## src/rtl/sbs_pkg.sv

```systemverilog
package sbs_pkg;
   // Kind of access decided at a rising edge
   typedef enum logic [1:0] {
      ACC_IDLE  = 2'd0,
      ACC_READ  = 2'd1,
      ACC_WRITE = 2'd2,
      ACC_DESEL = 2'd3
   } acc_kind_t;
endpackage

```

## src/rtl/sbs_ctrl.sv

```systemverilog
module sbs_ctrl
   import sbs_pkg::*;
#(
   parameter int LANES = 2
) (
   input  logic             clk,
   input  logic             rst_n,
   input  logic             cpu_strb_n,
   input  logic             ctl_strb_n,
   input  logic             burst_adv_n,
   input  logic             sel_a_n,
   input  logic             sel_b,
   input  logic             sel_c_n,
   input  logic             wr_all_n,
   input  logic             wr_lane_n,
   input  logic [LANES-1:0] lane_pick_n,
   output acc_kind_t        kind,
   output logic             load,
   output logic             step,
   output logic             active,
   output logic [LANES-1:0] lane_we
);
   if (LANES < 1) begin : g_bad_lanes
      $error("sbs_ctrl: LANES must be at least 1");
   end

   logic sel_all, p_go, c_go, wr_req;

   assign sel_all = !sel_a_n && sel_b && !sel_c_n;
   assign p_go    = !cpu_strb_n && !sel_a_n;
   assign c_go    = !ctl_strb_n;
   assign wr_req  = !wr_all_n || !wr_lane_n;

   always_comb begin
      kind = ACC_IDLE;
      load = 1'b0;
      step = 1'b0;
      if (rst_n) begin
         if (p_go || c_go) begin
            if (!sel_all) begin
               kind = ACC_DESEL;
            end else begin
               load = 1'b1;
               // the processor strobe never writes at its own edge
               kind = (!p_go && wr_req) ? ACC_WRITE : ACC_READ;
            end
         end else if (active) begin
            step = !burst_adv_n;
            kind = wr_req ? ACC_WRITE : ACC_READ;
         end
      end
   end

   always_comb begin
      lane_we = '0;
      if (kind == ACC_WRITE) begin
         if (!wr_all_n) lane_we = '1;
         else           lane_we = ~lane_pick_n;
      end
   end

   always_ff @(posedge clk) begin
      if (!rst_n)                 active <= 1'b0;
      else if (kind == ACC_DESEL) active <= 1'b0;
      else if (load)              active <= 1'b1;
   end

   AST_CPU_STRB_GATED: assert property (@(posedge clk) disable iff (!rst_n)
      (sel_a_n && ctl_strb_n) |-> !load);
   AST_CPU_FIRST_READ: assert property (@(posedge clk) disable iff (!rst_n)
      (!cpu_strb_n && !sel_a_n && load) |-> (kind == ACC_READ));
   AST_PICK_RESPECTED: assert property (@(posedge clk) disable iff (!rst_n)
      (wr_all_n && !wr_lane_n) |-> ((lane_we & lane_pick_n) == '0));
endmodule

```

## src/rtl/sbs_burst.sv

```systemverilog
module sbs_burst #(
   parameter int AW      = 8,
   parameter int BW      = 2,
   parameter bit LINEAR  = 1'b1
) (
   input  logic          clk,
   input  logic          rst_n,
   input  logic          load,
   input  logic          step,
   input  logic [AW-1:0] addr_in,
   output logic [AW-1:0] addr_out
);
   if (BW < 1 || BW >= AW) begin : g_bad_bw
      $error("sbs_burst: BW must be in 1..AW-1");
   end

   logic [AW-1:0] base;
   logic [BW-1:0] cnt, cnt_use, low;

   assign cnt_use = step ? cnt + BW'(1) : cnt;

   if (LINEAR) begin : g_linear
      assign low = base[BW-1:0] + cnt_use;
   end else begin : g_interleave
      assign low = base[BW-1:0] ^ cnt_use;
   end

   assign addr_out = load ? addr_in : {base[AW-1:BW], low};

   always_ff @(posedge clk) begin
      if (!rst_n) begin
         base <= '0;
         cnt  <= '0;
      end else if (load) begin
         base <= addr_in;
         cnt  <= '0;
      end else if (step) begin
         cnt  <= cnt_use;
      end
   end

   AST_STEP_ADVANCES: assert property (@(posedge clk) disable iff (!rst_n)
      (step && !load) |=> (cnt == $past(cnt) + BW'(1)));
   AST_GROUP_HELD: assert property (@(posedge clk) disable iff (!rst_n)
      load |=> (load || addr_out[AW-1:BW] == $past(addr_in[AW-1:BW])));
endmodule

```

## src/rtl/sbs_array.sv

```systemverilog
module sbs_array #(
   parameter int AW    = 8,
   parameter int LANES = 2,
   parameter int LW    = 9
) (
   input  logic                clk,
   input  logic [LANES-1:0]    we,
   input  logic [AW-1:0]       waddr,
   input  logic [LANES*LW-1:0] wdata,
   input  logic [AW-1:0]       raddr,
   output logic [LANES*LW-1:0] rdata
);
   localparam int DEPTH = 1 << AW;

   if (LW < 1) begin : g_bad_lw
      $error("sbs_array: LW must be at least 1");
   end

   for (genvar g = 0; g < LANES; g++) begin : g_lane
      logic [LW-1:0] mem [DEPTH];
      always_ff @(posedge clk) begin
         if (we[g]) mem[waddr] <= wdata[g*LW +: LW];
      end
      assign rdata[g*LW +: LW] = mem[raddr];
   end
endmodule

```

## src/rtl/sbs_outpipe.sv

```systemverilog
module sbs_outpipe #(
   parameter int AW = 8,
   parameter int DW = 18
) (
   input  logic          clk,
   input  logic          rst_n,
   input  logic          issue_rd,
   input  logic          is_wr,
   input  logic [AW-1:0] addr,
   output logic [AW-1:0] rd_addr,
   input  logic [DW-1:0] arr_q,
   output logic [DW-1:0] dq,
   output logic          drv
);
   logic rd_pend;

   always_ff @(posedge clk) begin
      if (!rst_n) begin
         rd_pend <= 1'b0;
         rd_addr <= '0;
         dq      <= '0;
         drv     <= 1'b0;
      end else begin
         drv     <= is_wr ? 1'b0 : rd_pend;
         if (rd_pend)  dq      <= arr_q;
         rd_pend <= issue_rd;
         if (issue_rd) rd_addr <= addr;
      end
   end

   AST_WRITE_QUIET: assert property (@(posedge clk) disable iff (!rst_n)
      is_wr |=> !drv);
   AST_READ_SHOWN: assert property (@(posedge clk) disable iff (!rst_n)
      ($past(issue_rd) && !is_wr) |=> drv);
endmodule

```

## src/rtl/sync_burst_sram.sv

```systemverilog
module sync_burst_sram
   import sbs_pkg::*;
#(
   parameter int ADDR_W       = 8,
   parameter int LANES        = 2,
   parameter int LANE_W       = 9,
   parameter int BURST_W      = 2,
   parameter bit LINEAR_ORDER = 1'b1
) (
   input  logic                      clk,
   input  logic                      rst_n,
   input  logic                      cpu_strb_n,
   input  logic                      ctl_strb_n,
   input  logic                      burst_adv_n,
   input  logic                      sel_a_n,
   input  logic                      sel_b,
   input  logic                      sel_c_n,
   input  logic                      wr_all_n,
   input  logic                      wr_lane_n,
   input  logic [LANES-1:0]          lane_pick_n,
   input  logic                      out_en_n,
   input  logic [ADDR_W-1:0]         addr,
   input  logic [LANES*LANE_W-1:0]   wdata,
   output logic [LANES*LANE_W-1:0]   rdata,
   output logic                      rdata_oe
);
   localparam int DATA_W = LANES * LANE_W;

   if (ADDR_W > 12) begin : g_bad_depth
      $error("sync_burst_sram: ADDR_W too large for the model array");
   end

   acc_kind_t          kind;
   logic               load, step, active, drv;
   logic [LANES-1:0]   lane_we;
   logic [ADDR_W-1:0]  acc_addr, rd_addr;
   logic [DATA_W-1:0]  arr_q;

   sbs_ctrl #(.LANES(LANES)) u_ctrl (
      .clk(clk), .rst_n(rst_n),
      .cpu_strb_n(cpu_strb_n), .ctl_strb_n(ctl_strb_n), .burst_adv_n(burst_adv_n),
      .sel_a_n(sel_a_n), .sel_b(sel_b), .sel_c_n(sel_c_n),
      .wr_all_n(wr_all_n), .wr_lane_n(wr_lane_n), .lane_pick_n(lane_pick_n),
      .kind(kind), .load(load), .step(step), .active(active), .lane_we(lane_we)
   );

   sbs_burst #(.AW(ADDR_W), .BW(BURST_W), .LINEAR(LINEAR_ORDER)) u_burst (
      .clk(clk), .rst_n(rst_n), .load(load), .step(step),
      .addr_in(addr), .addr_out(acc_addr)
   );

   sbs_array #(.AW(ADDR_W), .LANES(LANES), .LW(LANE_W)) u_array (
      .clk(clk), .we(lane_we), .waddr(acc_addr), .wdata(wdata),
      .raddr(rd_addr), .rdata(arr_q)
   );

   sbs_outpipe #(.AW(ADDR_W), .DW(DATA_W)) u_out (
      .clk(clk), .rst_n(rst_n),
      .issue_rd(kind == ACC_READ), .is_wr(kind == ACC_WRITE),
      .addr(acc_addr), .rd_addr(rd_addr), .arr_q(arr_q),
      .dq(rdata), .drv(drv)
   );

   assign rdata_oe = drv & ~out_en_n;

   AST_DESEL_LAG: assert property (@(posedge clk) disable iff (!rst_n)
      (kind == ACC_DESEL) |=> ##1 !drv);
   AST_WAKE_QUIET: assert property (@(posedge clk) disable iff (!rst_n)
      (load && !active) |=> !drv);
   AST_CTL_WRITES_NOW: assert property (@(posedge clk) disable iff (!rst_n)
      (!ctl_strb_n && cpu_strb_n && !sel_a_n && sel_b && !sel_c_n && !wr_all_n)
      |-> (&lane_we));
   AST_IDLE_AFTER_RESET: assert property (@(posedge clk) disable iff (!rst_n)
      $rose(rst_n) |-> !drv);
endmodule

```

## config.mk

```make
export PLATFORM = sky130hd
export DESIGN_NAME = sync_burst_sram
export DESIGN_NICKNAME = d
export VERILOG_FILES = /design/src/rtl/sbs_pkg.sv /design/src/rtl/sbs_ctrl.sv /design/src/rtl/sbs_burst.sv /design/src/rtl/sbs_array.sv /design/src/rtl/sbs_outpipe.sv /design/src/rtl/sync_burst_sram.sv
export SDC_FILE = /design/constraint.sdc
export NUM_CORES = 2
export LEC_CHECK = 0
export ABC_AREA = 0
export CAP_MARGIN = 5
export CORE_AREA = 2 2 565 567
export CTS_CLUSTER_DIAMETER = 80
export DETAILED_ROUTE_END_ITERATION = 16
export DIE_AREA = 0 0 567 569
export PLACE_DENSITY = 0.71
export SETUP_SLACK_MARGIN = 0.2
export SLEW_MARGIN = 20
export SYNTH_ARGS = -nofsm -noshare
export SYNTH_HDL_FRONTEND = slang
export SYNTH_HIERARCHICAL = 1
export SYNTH_MEMORY_MAX_BITS = 65536
export SYNTH_SLANG_ARGS = --single-unit
export TNS_END_PERCENT = 10
```

## constraint.sdc

```tcl
create_clock -name clk -period 3.69 [get_ports clk]
set_input_delay 0.738 -clock clk [delete_from_list [all_inputs] [get_ports clk]]
set_output_delay 0.738 -clock clk [all_outputs]
set_load 0.005 [all_outputs]
```

# [Yosys cells after proc, flatten, opt, wreduce, memory -nomap -nowiden]
# Memory sizes are Yosys's and may differ from the RTL's. A register that Yosys moved wholly into a read port is not among the register bits.
# Index checks and enable logic that the tools add are counted.
[classes] add_sub_neg=2 eq_ne=3 muxes=20 bitwise_logic=4 n_reduce_logical=19
[op_table] cell="2-to-1 mux 2 bit" n=9
[op_table] cell="zero test 1 bit" n=10
[op_table] cell="2-to-1 mux 1 bit" n=10
[op_table] cell="2-to-1 mux 8 bit" n=1
[op_table] cell="OR reduction 2 bit" n=3
[op_table] cell="== test 2 bit (second input constant)" n=2
[op_table] cell="logical AND 1 bit" n=4
[op_table] cell="adder 2 x 1 -> 2 bit (second input constant)" n=1
[op_table] cell="adder 2 bit" n=1
[op_table] cell="== test 2 x 1 -> 1 bit (second input constant)" n=1
[op_table] cell="logical OR 1 bit" n=2
[op_table] cell="NOT 1 bit" n=2
[op_table] cell="NOT 2 bit" n=1
[op_table] cell="AND 1 bit" n=1
[totals] register_bits=21 ramBits=4608 in_bits=39 output_inout_bits=19 memories=2
[memory_table] name="u_array.g_lane[0].mem" depth=256 width=9 rd=1 rd_ports_with_merged_regs=1 write_ports=1 line_no="sbs_array.sv:20" source="logic [LW-1:0] mem [DEPTH];"
[memory_table] name="u_array.g_lane[1].mem" depth=256 width=9 rd=1 rd_ports_with_merged_regs=1 write_ports=1 line_no="sbs_array.sv:20"

# [Logic depth before layout (Yosys ltp)]
[depth] depth_word=12 ltp_mapped=14

# [Hierarchy]
# The synthesis kept the hierarchy.
[by_module_without_submodules] mod="sbs_array" n_inst=1 cells_per_inst=8320 area_each_um2=178239.7 seq_area_each_um2=138372.7
[by_module_without_submodules] mod="sbs_outpipe" n_inst=1 cells_per_inst=87 area_each_um2=1046.0 seq_area_each_um2=560.5
[by_module_without_submodules] mod="sbs_burst" n_inst=1 cells_per_inst=40 area_each_um2=465.4 seq_area_each_um2=200.2
[by_module_without_submodules] mod="sbs_ctrl" n_inst=1 cells_per_inst=24 area_each_um2=170.2 seq_area_each_um2=20.0
[by_module_without_submodules] mod="sync_burst_sram" n_inst=1 cells_per_inst=3 area_each_um2=21.3 seq_area_each_um2=0.0

# [Worst setup path before layout]
# No wires, ideal clock.
[synth_timing] path_type="input port to flip-flop" startpoint="in rst_n" endpoint="mem u_array.g_lane[1].mem[205][0], enable pin" setup_time_ns=0.374 t_arrival_ns=3.280 required_ns=3.316 setup_slack_ns=0.036 cell_stages=11 n_path_buf=1 cell_sequence="and2_1 -> nor3b_1 -> xor2_1 -> ha_1 -> xor2_1 -> xnor3_1 -> mux2_2 -> nor2b_1 -> nand3_1 -> clkbuf_1 -> nor2_1"
[synth_between] word_cells_on_any_way=10
[synth_lines] item="start, declared" line_no="sync_burst_sram.sv:11" source="input logic rst_n,"
[synth_lines] item="2-to-1 mux 1 bit" line_no="sbs_ctrl.sv:38" source="if (rst_n) begin"
[synth_lines] item="named net step" line_no="sync_burst_sram.sv:34" source="logic load, step, active, drv;"
[synth_lines] item="2-to-1 mux 2 bit" line_no="sbs_burst.sv:20" source="assign cnt_use = step ? cnt + BW'(1) : cnt;"
[synth_lines] item="named net u_burst.cnt_use[0]" line_no="sbs_burst.sv:18" source="logic [BW-1:0] cnt, cnt_use, low;"
[synth_lines] item="adder 2 bit" line_no="sbs_burst.sv:23" source="assign low = base[BW-1:0] + cnt_use;"
[synth_lines] item="2-to-1 mux 8 bit" line_no="sbs_burst.sv:28" source="assign addr_out = load ? addr_in : {base[AW-1:BW], low};"
[synth_lines] item="named net acc_addr[1]" line_no="sync_burst_sram.sv:36" source="logic [ADDR_W-1:0] acc_addr, rd_addr;"
[synth_lines] item="end, declared" line_no="sbs_array.sv:20"
# The timed path passes the listed nets, and every way through them passes these cells.

==> results.ini <==
[layout]
multiInputGateArea_um2 = 38800
final_core_util_pct = 67.1
seq_area_um2 = 139000
fin_nets = 9833
nFillCells = 19333
design_area_um2 = 212000
drive_above_1_share_pct = 32.0
syn_to_final_growth_pct = 18.0

[logic_synthesis]
synth_fp_nets = 8514
synth.top_cells.by_count = 4608 x edfxtp_1, 906 x mux4_2, 581 x mux2i_1, 539 x nor2_1, 261 x o221ai_1
synth_cell_types = 66
netlist_area_um2 = 180000
synth_edf_count = 4608
synth.most_common_cell = edfxtp_1
synth_area_leaders = edfxtp_1 77%, mux4_2 11%, mux2i_1 3.2%
synth-seq-cells = 4647
yosys.area.top_type = edfxtp_1
synth_top_cell_area_share_pct = 76.9
synthFlopType = edfxtp_1
async_flop_share_pct = 0
yosysWarnings = 6
yosysSeqAreaShare_pct = 77.3
avgSynthCellArea_um2 = 21.2
synthCells = 8474

[worst_setup_path]
cp_max_fo = 17
worstSetupStartpointType = register
worstPathArrival_ps = 4540
end_kind = register
critical_path_class = register to register
critPathRequiredTime_ps = 4550

[cts]
cts_sinks = 4647
cts_hold_buf = 0
clock_path_buffers = 4
cts_tree = yes
clk_pin_slew_worst_paths_ps = 60
numCtsBuffers = 444
clk-insertion-delay-late_ps = 980
cts_root_buf = clkbuf_16
h-tree-depth = 5

[placed_design]
io_buffers = 57
placed_area_um2 = 195000
hpwl_um = 298000
gp_congestion = 0.918

[detailed_routing]
drt-vias-per-instance = 6.63
wl_um = 482000
first_iter_violations = 14677
vias = 95175
drt-pass1-iter-count = 6
ant_nets = 0
drc = 0
wire_per_inst_um = 33.6

[floorplanning]
core_um2 = 317000
die_area_um2 = 323000
die_x_um = 567
ios = 58
rows = 207
die_h_um = 569
start_util_pct = 56.8

[timing]
setup_tns_ps = 0
setup_viol = 0
fin_crit_sh_pct = 99.6
fmax_mhz = 272
worst_slew_pin_slew_ps = 1050
slew_violations = 0
final_hold_viol_count = 0
period_needed_ps = 3680
rsz0062_at_grt = yes
timing.slew.headroom_pct = 29.8
finClkSkew_ps = 38.1

[min_path]
min-delay-path-class = input port to register

[power_and_ir_drop]
power.static_leakage_nw = 66.2
powerDensity_nw_per_um2 = 501
irDropWorstVdd_mv = 0.508

[grt]
grt_pass1_wl_um = 686000
grt_max_degree = 104
antenna_found_initial = 13
grt_pass1_vias = 95136
grt-ovfl-total = 0
grt_usage_pct = 29.5

[run_status]
status = complete, no violations

[flow_run]
max_cap_viol_count = 0

-- metrics by stage --
step | power (mW) | instances | setup slack [ps] | hold slack (ps)
floorplan | 59.9 | 8474 | 76.5 | 448
global placement | 61.7 | 13442 | -877 | 458
detailed placement | 61.7 | 13442 | -877 | 462
CTS | 107 | 14344 | 79.0 | 146
global route | 109 | 14362 | 9.59 | 169
finish | 106 | 14362 | 15.0 | 186
-- repair_timing --
item                                    CTS  global route
setup buffers                            46            12
pin swaps                                37            14
endpoints found under the setup margin  549          3591
cloned                                   22             5
resized for setup                       220           101
-- routing by layer --
metal | vias up | global-route usage [%] | wire length (um)
met5 | - | 0 | 37
met3 | 960 | 5.08 | 52200
met4 | 6 | 11.3 | 20400
li1 | 38487 | - | -
met1 | 49569 | 41.5 | 178000
met2 | 6153 | 47.0 | 231000
-- sequential cells by signal, indices dropped and copies added (netlist names) --
signal and cells:
u_out/dq 18, u_out/rd_addr 8, u_burst/base 8, u_array/g_lane.mem 4608, u_out/rd_pend 1, u_ctrl/active 1, u_out/drv 1, u_burst/cnt 2
-- report_power, final --
group	internal, mW	leakage (nW)	switching, mW
sequential	58.0	41.7	0.0269
clock	26.0	7.11	19.6
combinational	0.835	17.3	1.89
total	84.9	66.2	21.5
-- worst max-delay path, stage by stage, from the launching register on --
cell,delay (ps)
dfxtp_4,460
buf_12,170
buf_12,110
buf_12,160
buf_6,230
mux4_2,380
a22o_1,290
a221oi_1,350
buf_4,210
o22ai_2,110
nor3_1,300
buf_4,210
nor4_2,60
buf_4,160
o31a_1,130
mux2i_1,160
nor2b_1,60
-- logic make-up (layout without fill, tap and decap cells) --
group / count (synthesis) / after routing / share of synthesized area (%)
buf+inv: 545 / 2252 / 1.98
mux: 1503 / 1503 / 14.8
xor+xnor: 4 / 4 / 0.0271
simple gates: 793 / 793 / 1.91
flops: 4647 / 4647 / 77.3
fa+ha+maj: 1 / 1 / 0.00695
compound gates: 981 / 981 / 3.99
other cells: 0 / 1 / 0
-- path summary, 6_finish.rpt --
check / startpoint / to / slack (ps) / cells past startpoint
worst min register to register: u_ctrl/active / u_ctrl/active / 490 / 2
worst max register to register: u_out/rd_addr[1] / u_out/dq[8] / 10 / 16
worst max-delay path: u_out/rd_addr[1] / u_out/dq[8] / 10 / 16
worst min-delay path: wdata[5] / u_array/g_lane[0].mem[50][5] / 190 / 1
-- placed cells by master (no fill, tap or decap), drive strengths merged, types with 28 or more instances in the layout --
cell type and count:
edfxtp 4608, buf 1344, mux4 915, mux2i 581
clkbuf 543, nor2 541, o221ai 261, clkinv 209
a21oi 171, a22oi 152, o22ai 139, nor3 56
nand2 56, a22o 54, a221oi 52, o21ai 51
bufinv 49, nor2b 40, dfxtp 39, clkdlybuf4s50 38
o211ai 34, clkinvlp 30, a211oi 28
-- final cells by class --
cell class | count | share of cell area (%)
clock buffers | 531 | 5.49
well taps | 4180 | 2.46
clock inverters | 303 | 1.40
diodes | 1 | 0.00118
flip-flops and latches | 4647 | 65.5
inverters | 4 | 0.0118
repair buffers | 1414 | 6.84
multi-input cells | 3282 | 18.3
Note: power is estimated with default switching activity, not from simulation.
